`config.mk`:
```
export PLATFORM = sky130hd
export DESIGN_NAME = sync_serial_port
export DESIGN_NICKNAME = d
export VERILOG_FILES = /design/src/rtl/ssp_pkg.sv /design/src/rtl/ssp_burst_gen.sv /design/src/rtl/ssp_ext_edge.sv /design/src/rtl/ssp_shifter.sv /design/src/rtl/sync_serial_port.sv
export SDC_FILE = /design/constraint.sdc
export NUM_CORES = 1
export LEC_CHECK = 0
export BUFFER_PORTS_ARGS = -buffer_cell sky130_fd_sc_hd__buf_2
export CAP_MARGIN = 5
export CORE_UTILIZATION = 42
export CTS_BUF_LIST = sky130_fd_sc_hd__clkbuf_8
export CTS_CLUSTER_DIAMETER = 200
export CTS_CLUSTER_SIZE = 12
export DETAILED_ROUTE_END_ITERATION = 6
export PLACE_DENSITY = 0.69
export RECOVER_POWER = 100
export REMOVE_ABC_BUFFERS = 1
export SYNTH_ARGS = -nofsm -noshare
export SYNTH_HDL_FRONTEND = slang
export SYNTH_SLANG_ARGS = --single-unit
export TNS_END_PERCENT = 10
```
`constraint.sdc`:
```
create_clock -name clk -period 3.83 [get_ports clk]
set_clock_uncertainty 0.2 [all_clocks]
set_input_delay 0.383 -clock clk [delete_from_list [all_inputs] [get_ports clk]]
set_output_delay 0.383 -clock clk [all_outputs]
set_load 0.02 [all_outputs]
```
`src/rtl/ssp_pkg.sv`:
```
package ssp_pkg;

  localparam int unsigned CTRL_W        = 3;
  localparam int unsigned CTRL_MODE_BIT = 0;
  localparam int unsigned CTRL_EXT_BIT  = 1;
  localparam int unsigned CTRL_TXEN_BIT = 2;

  typedef struct packed {
    logic tx_en;
    logic ext_clk;
    logic sync_mode;
  } ssp_ctrl_t;

  function automatic ssp_ctrl_t ssp_unpack(input logic [CTRL_W-1:0] w);
    ssp_ctrl_t c;
    c.sync_mode = w[CTRL_MODE_BIT];
    c.ext_clk   = w[CTRL_EXT_BIT];
    c.tx_en     = w[CTRL_TXEN_BIT];
    return c;
  endfunction

endpackage

```
`src/rtl/ssp_burst_gen.sv`:
```
module ssp_burst_gen #(
  parameter int unsigned PULSES         = 8,
  parameter int unsigned TICKS_PER_HALF = 2
) (
  input  logic clk,
  input  logic rst_n,
  input  logic en,
  input  logic start,
  input  logic brg_tick,
  output logic sclk_o,
  output logic fall_evt,
  output logic rise_evt,
  output logic active
);

  localparam int unsigned PERIOD = 2 * TICKS_PER_HALF;
  localparam int unsigned PH_W   = (PERIOD > 1) ? $clog2(PERIOD) : 1;
  localparam int unsigned PC_W   = (PULSES > 1) ? $clog2(PULSES) : 1;
  localparam logic [PH_W-1:0] PH_FALL = '0;
  localparam logic [PH_W-1:0] PH_RISE = PH_W'(TICKS_PER_HALF);
  localparam logic [PH_W-1:0] PH_LAST = PH_W'(PERIOD - 1);
  localparam logic [PC_W-1:0] PC_LAST = PC_W'(PULSES - 1);

  logic            active_q, active_n;
  logic            sclk_q, sclk_n;
  logic [PH_W-1:0] ph_q, ph_n;
  logic [PC_W-1:0] pc_q, pc_n;

  assign fall_evt = active_q & brg_tick & (ph_q == PH_FALL);
  assign rise_evt = active_q & brg_tick & (ph_q == PH_RISE);

  always_comb begin
    active_n = active_q;
    sclk_n   = sclk_q;
    ph_n     = ph_q;
    pc_n     = pc_q;
    if (!en) begin
      active_n = 1'b0;
      sclk_n   = 1'b1;
      ph_n     = '0;
      pc_n     = '0;
    end else if (!active_q) begin
      if (start) begin
        active_n = 1'b1;
        sclk_n   = 1'b1;
        ph_n     = '0;
        pc_n     = '0;
      end
    end else if (brg_tick) begin
      ph_n = (ph_q == PH_LAST) ? '0 : ph_q + 1'b1;
      if (fall_evt) sclk_n = 1'b0;
      if (rise_evt) begin
        sclk_n = 1'b1;
        if (pc_q == PC_LAST) begin
          active_n = 1'b0;
          ph_n     = '0;
          pc_n     = '0;
        end else begin
          pc_n = pc_q + 1'b1;
        end
      end
    end
  end

  always_ff @(posedge clk or negedge rst_n) begin
    if (!rst_n) begin
      active_q <= 1'b0;
      sclk_q   <= 1'b1;
      ph_q     <= '0;
      pc_q     <= '0;
    end else begin
      active_q <= active_n;
      sclk_q   <= sclk_n;
      ph_q     <= ph_n;
      pc_q     <= pc_n;
    end
  end

  assign sclk_o = sclk_q;
  assign active = active_q;

  AST_SCLK_IDLE_HIGH: assert property (@(posedge clk) disable iff (!rst_n)
    !active_q |-> sclk_q) else $error("serial clock low outside a burst");

  AST_SCLK_MOVES_ON_TICK: assert property (@(posedge clk) disable iff (!rst_n)
    (!$stable(sclk_q) && $past(en) && en) |-> $past(brg_tick)) else $error("serial clock moved without a tick");

endmodule

```
`src/rtl/ssp_ext_edge.sv`:
```
module ssp_ext_edge #(
  parameter int unsigned SYNC_STAGES = 2
) (
  input  logic clk,
  input  logic rst_n,
  input  logic sclk_in,
  output logic level,
  output logic fall_evt,
  output logic rise_evt
);

  logic [SYNC_STAGES-1:0] sync_q, sync_n;
  logic                   prev_q;

  generate
    if (SYNC_STAGES == 1) begin : g_one
      always_comb sync_n = sclk_in;
    end else begin : g_chain
      always_comb sync_n = {sync_q[SYNC_STAGES-2:0], sclk_in};
    end
  endgenerate

  always_ff @(posedge clk or negedge rst_n) begin
    if (!rst_n) begin
      sync_q <= '1;
      prev_q <= 1'b1;
    end else begin
      sync_q <= sync_n;
      prev_q <= sync_q[SYNC_STAGES-1];
    end
  end

  assign level    = sync_q[SYNC_STAGES-1];
  assign fall_evt = prev_q & ~level;
  assign rise_evt = ~prev_q & level;

endmodule

```
`src/rtl/ssp_shifter.sv`:
```
module ssp_shifter #(
  parameter int unsigned DATA_W = 8
) (
  input  logic              clk,
  input  logic              rst_n,
  input  logic              load,
  input  logic [DATA_W-1:0] load_data,
  input  logic              abort,
  input  logic              fall_evt,
  input  logic              rise_evt,
  input  logic              rxd,
  output logic              txd,
  output logic              busy,
  output logic              done,
  output logic [DATA_W-1:0] rx_word
);

  localparam int unsigned IDX_W = (DATA_W > 1) ? $clog2(DATA_W) : 1;
  localparam logic [IDX_W-1:0] IDX_LAST = IDX_W'(DATA_W - 1);

  logic              busy_q, busy_n;
  logic              txd_q, txd_n;
  logic [DATA_W-1:0] tx_q, tx_n;
  logic [DATA_W-1:0] rx_q, rx_n;
  logic [IDX_W-1:0]  idx_q, idx_n;
  logic              shift_fall, shift_rise;

  assign shift_fall = busy_q & fall_evt;
  assign shift_rise = busy_q & rise_evt;
  assign rx_word    = {rxd, rx_q[DATA_W-1:1]};
  assign done       = shift_rise & (idx_q == IDX_LAST) & ~abort;

  always_comb begin
    busy_n = busy_q;
    txd_n  = txd_q;
    tx_n   = tx_q;
    rx_n   = rx_q;
    idx_n  = idx_q;
    if (abort) begin
      busy_n = 1'b0;
    end else if (load && !busy_q) begin
      busy_n = 1'b1;
      tx_n   = load_data;
      txd_n  = load_data[0];
      idx_n  = '0;
    end else begin
      if (shift_fall) txd_n = tx_q[idx_q];
      if (shift_rise) begin
        rx_n = rx_word;
        if (idx_q == IDX_LAST) begin
          busy_n = 1'b0;
          idx_n  = '0;
        end else begin
          idx_n = idx_q + 1'b1;
        end
      end
    end
  end

  always_ff @(posedge clk or negedge rst_n) begin
    if (!rst_n) begin
      busy_q <= 1'b0;
      txd_q  <= 1'b1;
      tx_q   <= '0;
      rx_q   <= '0;
      idx_q  <= '0;
    end else begin
      busy_q <= busy_n;
      txd_q  <= txd_n;
      tx_q   <= tx_n;
      rx_q   <= rx_n;
      idx_q  <= idx_n;
    end
  end

  assign txd  = txd_q;
  assign busy = busy_q;

  AST_EDGES_EXCLUSIVE: assert property (@(posedge clk) disable iff (!rst_n)
    !(fall_evt && rise_evt)) else $error("serial clock rose and fell together");

  AST_TXD_HOLDS_BETWEEN_FALLS: assert property (@(posedge clk) disable iff (!rst_n)
    (busy_q && !fall_evt && !abort) |=> $stable(txd_q)) else $error("txd moved off a falling edge");

endmodule

```
`src/rtl/sync_serial_port.sv`:
```
module sync_serial_port
  import ssp_pkg::*;
#(
  parameter int unsigned DATA_W         = 8,
  parameter int unsigned SYNC_STAGES    = 2,
  parameter int unsigned TICKS_PER_HALF = 2
) (
  input  logic              clk,
  input  logic              rst_n,
  input  logic              brg_tick,
  input  logic              ctrl_we,
  input  logic [CTRL_W-1:0] ctrl_wdata,
  input  logic              tx_we,
  input  logic [DATA_W-1:0] tx_wdata,
  input  logic              rx_re,
  output logic [DATA_W-1:0] rx_data,
  output logic              rx_full,
  output logic              tx_empty,
  output logic              tx_done,
  input  logic              sclk_in,
  output logic              sclk_out,
  output logic              sclk_oe,
  output logic              txd,
  input  logic              rxd
);

  ssp_ctrl_t         ctrl_q, ctrl_n;
  logic [DATA_W-1:0] txbuf_q, txbuf_n;
  logic [DATA_W-1:0] rxbuf_q, rxbuf_n;
  logic              tx_empty_q, tx_empty_n;
  logic              rx_full_q, rx_full_n;
  logic              tx_done_q, tx_done_n;

  logic int_mode, ext_mode;
  logic ext_level, ext_fall, ext_rise;
  logic gen_fall, gen_rise, gen_sclk, gen_active;
  logic sh_busy, sh_done;
  logic [DATA_W-1:0] sh_rx_word;
  logic gate_ok, tx_accept, start;
  logic fall_sel, rise_sel;

  assign int_mode  = ctrl_q.sync_mode & ~ctrl_q.ext_clk;
  assign ext_mode  = ctrl_q.sync_mode & ctrl_q.ext_clk;
  assign gate_ok   = ~ctrl_q.ext_clk | ext_level;
  assign tx_accept = tx_we & gate_ok;
  assign start     = ctrl_q.sync_mode & ctrl_q.tx_en & ~tx_empty_q & ~sh_busy & gate_ok;
  assign fall_sel  = int_mode ? gen_fall : (ext_mode & ext_fall);
  assign rise_sel  = int_mode ? gen_rise : (ext_mode & ext_rise);

  ssp_burst_gen #(
    .PULSES         (DATA_W),
    .TICKS_PER_HALF (TICKS_PER_HALF)
  ) i_burst (
    .clk      (clk),
    .rst_n    (rst_n),
    .en       (int_mode),
    .start    (start & int_mode),
    .brg_tick (brg_tick),
    .sclk_o   (gen_sclk),
    .fall_evt (gen_fall),
    .rise_evt (gen_rise),
    .active   (gen_active)
  );

  ssp_ext_edge #(
    .SYNC_STAGES (SYNC_STAGES)
  ) i_edge (
    .clk      (clk),
    .rst_n    (rst_n),
    .sclk_in  (sclk_in),
    .level    (ext_level),
    .fall_evt (ext_fall),
    .rise_evt (ext_rise)
  );

  ssp_shifter #(
    .DATA_W (DATA_W)
  ) i_shift (
    .clk       (clk),
    .rst_n     (rst_n),
    .load      (start),
    .load_data (txbuf_q),
    .abort     (~ctrl_q.sync_mode),
    .fall_evt  (fall_sel),
    .rise_evt  (rise_sel),
    .rxd       (rxd),
    .txd       (txd),
    .busy      (sh_busy),
    .done      (sh_done),
    .rx_word   (sh_rx_word)
  );

  always_comb begin
    ctrl_n = ctrl_q;
    if (ctrl_we) begin
      ctrl_n = ssp_unpack(ctrl_wdata);
      if (ctrl_n.ext_clk && !ext_level && !ctrl_q.tx_en) ctrl_n.tx_en = 1'b0;
    end
  end

  always_comb begin
    txbuf_n    = txbuf_q;
    tx_empty_n = tx_empty_q;
    tx_done_n  = tx_done_q;
    rxbuf_n    = rxbuf_q;
    rx_full_n  = rx_full_q;
    if (start) begin
      tx_empty_n = 1'b1;
      tx_done_n  = 1'b0;
    end
    if (tx_accept) begin
      txbuf_n    = tx_wdata;
      tx_empty_n = 1'b0;
    end
    if (rx_re) rx_full_n = 1'b0;
    if (sh_done) begin
      rxbuf_n   = sh_rx_word;
      rx_full_n = 1'b1;
      tx_done_n = 1'b1;
    end
  end

  always_ff @(posedge clk or negedge rst_n) begin
    if (!rst_n) begin
      ctrl_q     <= '0;
      txbuf_q    <= '0;
      rxbuf_q    <= '0;
      tx_empty_q <= 1'b1;
      rx_full_q  <= 1'b0;
      tx_done_q  <= 1'b0;
    end else begin
      ctrl_q     <= ctrl_n;
      txbuf_q    <= txbuf_n;
      rxbuf_q    <= rxbuf_n;
      tx_empty_q <= tx_empty_n;
      rx_full_q  <= rx_full_n;
      tx_done_q  <= tx_done_n;
    end
  end

  assign rx_data  = rxbuf_q;
  assign rx_full  = rx_full_q;
  assign tx_empty = tx_empty_q;
  assign tx_done  = tx_done_q;
  assign sclk_out = gen_sclk;
  assign sclk_oe  = int_mode;

  AST_IDLE_WHEN_OFF: assert property (@(posedge clk) disable iff (!rst_n)
    !ctrl_q.sync_mode |=> !sh_busy) else $error("transfer running with port off");

  AST_START_EMPTIES_BUFFER: assert property (@(posedge clk) disable iff (!rst_n)
    (start && !tx_we) |=> tx_empty_q) else $error("buffer not emptied on load");

  AST_RXFULL_WITH_DONE: assert property (@(posedge clk) disable iff (!rst_n)
    $rose(rx_full_q) |-> tx_done_q) else $error("receive full without transfer done");

  AST_BURST_MATCHES_SHIFT: assert property (@(posedge clk) disable iff (!rst_n)
    (int_mode && !$past(ctrl_we)) |-> (gen_active == sh_busy)) else $error("burst and shifter out of step");

endmodule

```
Word level (Yosys, flattened, before mapping). Index checks and enable logic that the tools add are counted.

Flip-flop bits (word level): 53. Input port bits: 19. Output and inout port bits: 14. Logic and storage cells: 124.

Add/subtract/negate cells: 3. $lt $le $gt $ge: 1. Equality and inequality tests: 10. Muxes and demuxes: 45. Bitwise operators: 26. Reduce and logical (&&, ||, !) cells: 20.

Operators by type and width (number): two-way mux 1 bit (28); two-way mux 3 bit (9); AND 1 bit (19); two-way mux 2 bit (7); AND reduction 2 bit (5); nonzero test 2 bit (5); != test 3 bit (second input constant) (3); AND reduction 3 bit (3); adder 3 x 1 -> 3 bit (second input constant) (2); equality test 3 bit (second input constant) (2); != test 3 x 1 -> 1 bit (second input constant) (2); NOT 1 bit (6); equality test 2 bit (second input constant) (2); < comparator 3 x 4 -> 1 bit (second input constant) (1); != test 4 bit (second input constant) (1); binary-select mux 1 bit (select 3 bit) (1); logical AND 1 bit (3); logical NOT 1 bit (3); adder 2 x 1 -> 2 bit (second input constant) (1); logical NOT 2 bit (1); bitwise OR 1 bit (1).

Logic depth before layout (Yosys ltp). Gate-level depths: netlist of run 1.

Depth in word-level cells: 8. Depth in mapped cells: 7. Gate-level depth less buffers: 6.

Cells and area by module. Synthesis of run 1 repeated with hierarchy kept, for this count alone.

Cells, all modules: 193. Area, all modules: 2394.8 sq um.

By module, submodules not included: sync_serial_port (times used 1, cells an instance 64, area an instance 944.7 sq um, seq. area each 551.8 sq um); ssp_shifter (times used 1, cells an instance 80, area an instance 927.1 sq um, seq. area each 501.7 sq um); ssp_burst_gen (times used 1, cells an instance 44, area an instance 429.2 sq um, seq. area each 176.4 sq um); ssp_ext_edge (times used 1, cells an instance 5, area an instance 93.8 sq um, seq. area each 78.8 sq um).

Worst setup path after synthesis of run 1. Ideal clock, no wire load.

Path kind: reg-to-reg. Start: reg i_burst.ph_q[0]. End: reg i_shift.rx_q[7]. Setup time: 0.125 ns. Data arrival time: 1.728 ns. Setup slack: 1.778 ns. Stages on the path, launching flop included: 7. Clock period less this slack: 2.052 ns. Cell sequence: dfrtp_1 -> inv_1 -> ha_1 -> nand3_1 -> a221oi_4 -> buf_4 -> mux2_2.

Cells in the longest elaborated chain, start to end: 5.

Ends and longest elaborated chain: from (decl) (line ssp_burst_gen.sv:26) `logic [PH_W-1:0] ph_q, ph_n;`; from (signal assigned) (line ssp_burst_gen.sv:74) `ph_q <= ph_n;`; equality test 2 bit (line ssp_burst_gen.sv:30) `assign rise_evt = active_q & brg_tick & (ph_q == PH_RISE);`; AND 1 bit (line ssp_burst_gen.sv:30); two-way mux 1 bit (line sync_serial_port.sv:48) `assign rise_sel = int_mode ? gen_rise : (ext_mode & ext_rise);`; AND 1 bit (line ssp_shifter.sv:29) `assign shift_rise = busy_q & rise_evt;`; AND reduction 3 bit (no line); to (signal assigned) (line ssp_shifter.sv:71) `rx_q <= rx_n;`; to (decl) (line ssp_shifter.sv:24) `logic [DATA_W-1:0] rx_q, rx_n;`.

No other way between the ends. A chain may end at the register's enable or synchronous reset.

Worst setup path in the final report of run 1.
Start: reg i_edge.sync_q[1]. End: reg i_burst.pc_q[0].

Cells in the longest elaborated chain, start to end: 5.

Ends and longest elaborated chain: from (decl) (line ssp_ext_edge.sv:12) `logic [SYNC_STAGES-1:0] sync_q, sync_n;`; from (signal assigned) (line ssp_ext_edge.sv:28) `sync_q <= sync_n;`; bitwise OR 1 bit (line sync_serial_port.sv:44) `assign gate_ok = ~ctrl_q.ext_clk | ext_level;`; AND 1 bit (line sync_serial_port.sv:46) `assign start = ctrl_q.sync_mode & ctrl_q.tx_en & ~tx_empty_q & ~sh_busy & gate_ok;`; AND 1 bit (line sync_serial_port.sv:57) `.start (start & int_mode),`; != test 3 bit (no line); AND reduction 3 bit (no line); to (signal assigned) (line ssp_burst_gen.sv:75) `pc_q <= pc_n;`; to (decl) (line ssp_burst_gen.sv:27) `logic [PC_W-1:0] pc_q, pc_n;`.

No other way between the ends.

==> results of run 1 <==
## cells in the mapped netlist
cell type,n
a22oi_1,1
nor2b_1,1
dfstp_2,6
dfrtp_1,46
nor3b_1,1
a21boi_0,1
nand2_1,10
mux4_2,2
clkbuf_1,1
o21ai_0,6
a221oi_4,1
inv_1,5
mux2i_1,3
o221a_2,1
mux2_2,35
nand4_2,1
nand2_4,1
nand3_1,2
o2111ai_1,1
inv_2,1
nand2b_1,4
a211oi_1,1
or2b_2,1
nor2_1,3
a21o_1,1
nor3_1,1
a2bb2oi_1,1
and3_1,2
buf_4,1
ha_1,7
or4_1,1
nand4b_1,1
buf_2,1
o211ai_1,1
nand3b_1,1
a21oi_1,3
mux2_1,1
## critical path: stages (launching register included)
cell	delay, ps
dfstp_1	580
nand2b_1	140
nand4_1	630
o211ai_1	660
mux2_2	390
## cell type report
class                           instances  share of cell area
Sequential cell                        52              0.5145
Multi-Input combinational cell         96              0.3394
Timing Repair Buffer                   35             0.06640
Tap cell                               70             0.03443
Clock buffer                            5             0.02705
Clock inverter                          3            0.009346
Inverter                                6            0.008854
## metrics by stage
step           hold slack (ps)  cells  area (µm²)  power [mW]
3_5_place_dp             155.9    257        2464      0.9853
2_1_floorplan           -112.6    154        2208      0.9103
3_3_place_gp             161.8    257        2464      0.9782
4_1_cts                  55.64    267        2576       1.302
5_1_grt                  42.53    267        2544       1.362
6_report                 63.71    267        2544       1.277
## how the worst max path moves through the flow
stage,start,endpoint,slack [ps],cells past startpoint
after CTS,i_burst.ph_q[0],rx_data[7],1400,6
after global placement,i_edge.sync_q[1],i_burst.pc_q[0],1440,4
after floorplan,i_burst.ph_q[0],rx_data[7],1680,6
after detailed placement,i_burst.ph_q[0],rx_data[7],1410,6
final,i_edge.sync_q[1],i_burst.pc_q[0],1130,4
after global routing,i_edge.sync_q[1],i_burst.pc_q[0],810,4
## cell families (layout without fill, tap and decap cells)
group,after synthesis,count (layout),share of synthesized area
flip-flops,52,52,0.5883
multiplexers,41,41,0.2160
AND/OR/NAND/NOR,30,30,0.07706
AO/OA/AOI/OAI,18,18,0.06188
buffers and inverters,9,49,0.01743
adder cells (fa/ha/maj),7,7,0.03937
## registers in the layout, summed over array words and instances, names as in the netlist, 3 cells and up
register       cells
rx_data            8
i_burst.pc_q       3
txbuf_q            8
i_shift.idx_q      3
ctrl_q             3
i_shift.rx_q       7
i_shift.tx_q       8
## per-layer routing
layer / global-route usage / part of all wire / vias to the layer above
met2: 0.2222 / 0.47 / 24
met3: 0.04418 / 0.038 / 2
met4: 0.05031 / 0.0044 / 0
met1: 0.1860 / 0.49 / 652
li1: - / - / 635
met5: 0 / 0 / -
## where the power goes
part / switching, mW / total (mW) / internal (mW)
logic: 0.0921 / 0.230 / 0.138
registers: 0.0710 / 0.734 / 0.663
clock network: 0.183 / 0.313 / 0.130
total: 0.346 / 1.28 / 0.931
==> flow_summary.ini, run 1 <==
[route]
drc = 0
antenna_left = 0
wl_um = 3409
drt_iter0_drc = 62
dr.pass1.iters = 4
viasPerCell = 4.918
post_drt_wl_per_cell_um = 12.77
vias = 1313

[setup_path]
reg2reg_slack_ps = 1130
crit_type = reg2reg
critPathLaunchType = flip-flop
r2r-end = i_burst.pc_q[0]
crit_arrival_ps = 2700
r2r-start = i_edge.sync_q[1]
worstRegToRegCells = 4
critical_path_required_ps = 3820
path_max_fanout = 19
end_kind = flip-flop

[synthesis]
syn_area_um2 = 2225
synth_top_area_frac = 0.5174
seq_area_frac_synth = 0.5883
synthTopCellsByArea = dfrtp_1, mux2_2, dfstp_2, ha_1, mux4_2
synth_top_area_cell = dfrtp_1
synth_cells = 157
ys_seq_elements = 52
yosysUniqueCellTypes = 37
synth.avg_cell_area_um2 = 14.17
ys.warnings.count = 0

[clock_tree]
cts_buffers = 5
ctsHoldBuffers = 2
postCtsSetupBuffers = 0
cts_tree = done
path_clk_slew_ps = 100
htreeDepth = 2
cts.sinks = 52
ctsResizeCount = 0
clock_latency_ps = 300
clk_path_buf_depth = 2
cts_root_buf = clkbuf_8

[cells_and_area]
nFillCells = 476
area_growth_pct = 14.34
final_util = 0.4980
drive_gt1_frac = 0.3706
final_cell_mix = dfrtp_1, mux2_2, buf_2, clkbuf_1, nand2_1
n_antenna_cell = 0
nets = 222
ff_latch_area_um2 = 1309
layout_commonest_cell = dfrtp_1
multi_input_area_um2 = 863.3

[sta]
drv_slew = 0
setup_ws_ps = 1126
slew_headroom = 0.1671
fmax_mhz = 369.8
setup_viol_count_final = 0
worst_pin_slew_ps = 1249
fin_crit_ps = 2704
rsz0062_at_grt = false
fin_tns_setup_ps = 0
fin_crit_sh = 0.7061
finalHoldViolations = 0

[place]
hpwl_um = 2373
gp_congestion = 0.6977
io_buffers = 32
post-place-ws_ps = 1415

[grt]
first_global_vias = 1284
grt-ovfl-total = 0
grt_first_pass_wirelength_um = 5878
antenna_found_initial = 0
grt_max_degree = 53
grt_usage = 0.1415

[floorplanning]
rows = 26
core-area_um2 = 5107
chipWidth_um = 74.78
die_y_um = 74.78
floorplan.initialDensity = 0.4356
io_pins = 33
dieArea_um2 = 5592

[power_and_ir_drop]
ir_worst_vdd_v = 0.0002279
p_leak_nw = 1.178
p_per_area_nw_per_um2 = 502.1

[min_path]
hp-class = in2reg
min_path_cells = 2
min_from = rx_re
hold_end = rx_full

[run_status]
status = complete, no violations

[run]
drv_cap = 0
Note: power is estimated with default switching activity, not from simulation.
==> inputs of run 2 (changes only) <==
Settings changed: PLACE_DENSITY 0.69 to 0.71.
Clock period 3.83 ns to 2.2 ns, I/O delays scaled along.
==> run 2 against run 1 <==
Effect of this change: worst setup slack lost 970 ps; first-iteration DRC count grew 11%; cell count up 7.1%; clock power is 70% higher; non-clock buffer count increased by 19; critical path type unchanged; core utilization increased by 3.3 points; combinational power up 88%; via count rose by 4.6%; largest cell class unchanged.
==> flow_summary.ini, run 2 (synthesized netlist as in run 1, its figures left out) <==
[run_status]
status = complete, no violations

[cells_and_area]
final_util = 0.5306
n_antenna_cell = 0
instances_no_fill = 286
drive_gt1_frac = 0.3426
final_cell_mix = dfrtp_1, mux2_2, buf_2, dlygate4sd3_1, clkbuf_1
layout_commonest_cell = dfrtp_1
nets = 241
area_growth_pct = 21.82

[setup_path]
end_kind = flip-flop
crit_type = reg2reg
r2r-start = ctrl_q[1]
cp_slowest_stage_delay_ps = 450
r2r-end = rx_data[2]
cp.depth = 5
crit_arrival_ps = 2020
path_max_fanout = 10
critPathLaunchType = flip-flop
crit_path_end = rx_data[2]
reg2reg_slack_ps = 160
path_buf_inv = 1
slowest_stage = dfrtp_1
worstRegToRegCells = 5
critical_path_required_ps = 2180
path_cells = or2b_2 -> inv_1 -> a221oi_4 -> nand2_2 -> mux2_2
path_delay_family = simple AND/OR/NAND/NOR gates
cp-startpoint = ctrl_q[1]

[route]
drc = 0
vias = 1373
dr.pass1.iters = 4
drt_iter0_drc = 69
antenna_left = 0
post_drt_wl_per_cell_um = 12.96
wl_um = 3706
viasPerCell = 4.801

[floorplanning]
die_y_um = 74.78
floorplan.initialDensity = 0.4356
core-area_um2 = 5107
rows = 26
dieArea_um2 = 5592
chipWidth_um = 74.78
io_pins = 33

[place]
post-place-ws_ps = 127.5
io_buffers = 32
placedCellCount = 262
gp_congestion = 0.7365
hpwl_um = 2613

[grt]
grt_max_degree = 21
antenna_found_initial = 0
grt-ovfl-total = 0
grt_first_pass_wirelength_um = 6113
first_global_vias = 1362
grt_usage = 0.1462

[min_path]
hp-class = in2reg
min_path_cells = 3

[clock_tree]
cts_tree = done
cts_buffers = 5
ctsResizeCount = 0
clk_path_buf_depth = 2
htreeDepth = 2
path_clk_slew_ps = 90
postCtsSetupBuffers = 0
cts_root_buf = clkbuf_8
cts.sinks = 52
clock_latency_ps = 300

[sta]
fin_tns_setup_ps = 0
fmax_mhz = 489.8
setup_ws_ps = 158.3
rsz0062_at_grt = false
finalHoldViolations = 0
worst_pin_slew_ps = 1102
slew_headroom = 0.2651
drv_slew = 0
fin_crit_ps = 2042
setup_viol_count_final = 0
fin_crit_sh = 0.9280

[power_and_ir_drop]
p_per_area_nw_per_um2 = 829.9
total_power_mw = 2.249
p_leak_nw = 1.265
ir_worst_vdd_v = 0.0004752

[run]
drv_cap = 0
[run 2: changes by cell type in the layout (fill, tap and decap cells not counted), sizes merged]
| cell | before | now |
|---|---|---|
| clkinvlp | 2 | 0 |
| clkinv | 1 | 0 |
| inv | 6 | 8 |
| dlygate4sd3 | 2 | 16 |
| clkbuf | 19 | 25 |
[run 2: report_power, final]
group          switching [mW]  leakage, nW  internal (mW)  total [mW]
Combinational           0.171        0.558          0.262       0.433
Clock                   0.285       0.0538          0.248       0.533
Sequential              0.127        0.653           1.16        1.28
Total                   0.584         1.27           1.67        2.25
[run 2: per-layer routing]
| layer | GRT usage | routed length, µm | up-vias |
|---|---|---|---|
| li1 | - | - | 679 |
| met1 | 0.1925 | 1790 | 662 |
| met2 | 0.2392 | 1756 | 30 |
| met3 | 0.04552 | 151 | 2 |
| met4 | 0.03145 | 8 | 0 |
| met5 | 0 | 0 | - |
[run 2: through the flow]
stage / area (µm²) / hold WS (ps)
2_1_floorplan: 2208 / -275.6
3_3_place_gp: 2501 / -1.075
3_5_place_dp: 2501 / -3.592
4_1_cts: 2751 / 94.21
5_1_grt: 2710 / 116.5
6_report: 2710 / 112.1
[run 2: worst min-delay path by stage]
| stage | slack [ps] | from | to |
|---|---|---|---|
| floorplan | -280 | rst_n | ctrl_q[0] |
| global placement | -1 | rst_n | i_burst.pc_q[2] |
| detailed placement | -4 | rst_n | i_burst.pc_q[2] |
| CTS | 90 | brg_tick | i_burst.sclk_o |
| global route | 120 | brg_tick | i_burst.sclk_o |
| finish | 110 | brg_tick | i_burst.sclk_o |
[run 2: timing repair]
action                                  in CTS  in global routing
hold endpoints to repair                    31                  0
hold buffers                                16                  0
endpoints found under the setup margin       0                  3
[run 2: layout make-up]
type	instances	area [µm²]
multi-input cells	96	865.8
clock inverters	2	7.507
flip-flops and latches	52	1309
inverters	6	22.52
clock buffers	6	82.58
repair buffers	54	335.3
fillers	449	2397
well taps	70	87.58
[run 2: tightest hold or removal path, stage by stage]
cell and delay [ps]:
buf_2 120, nand3_1 120, a21o_1 120
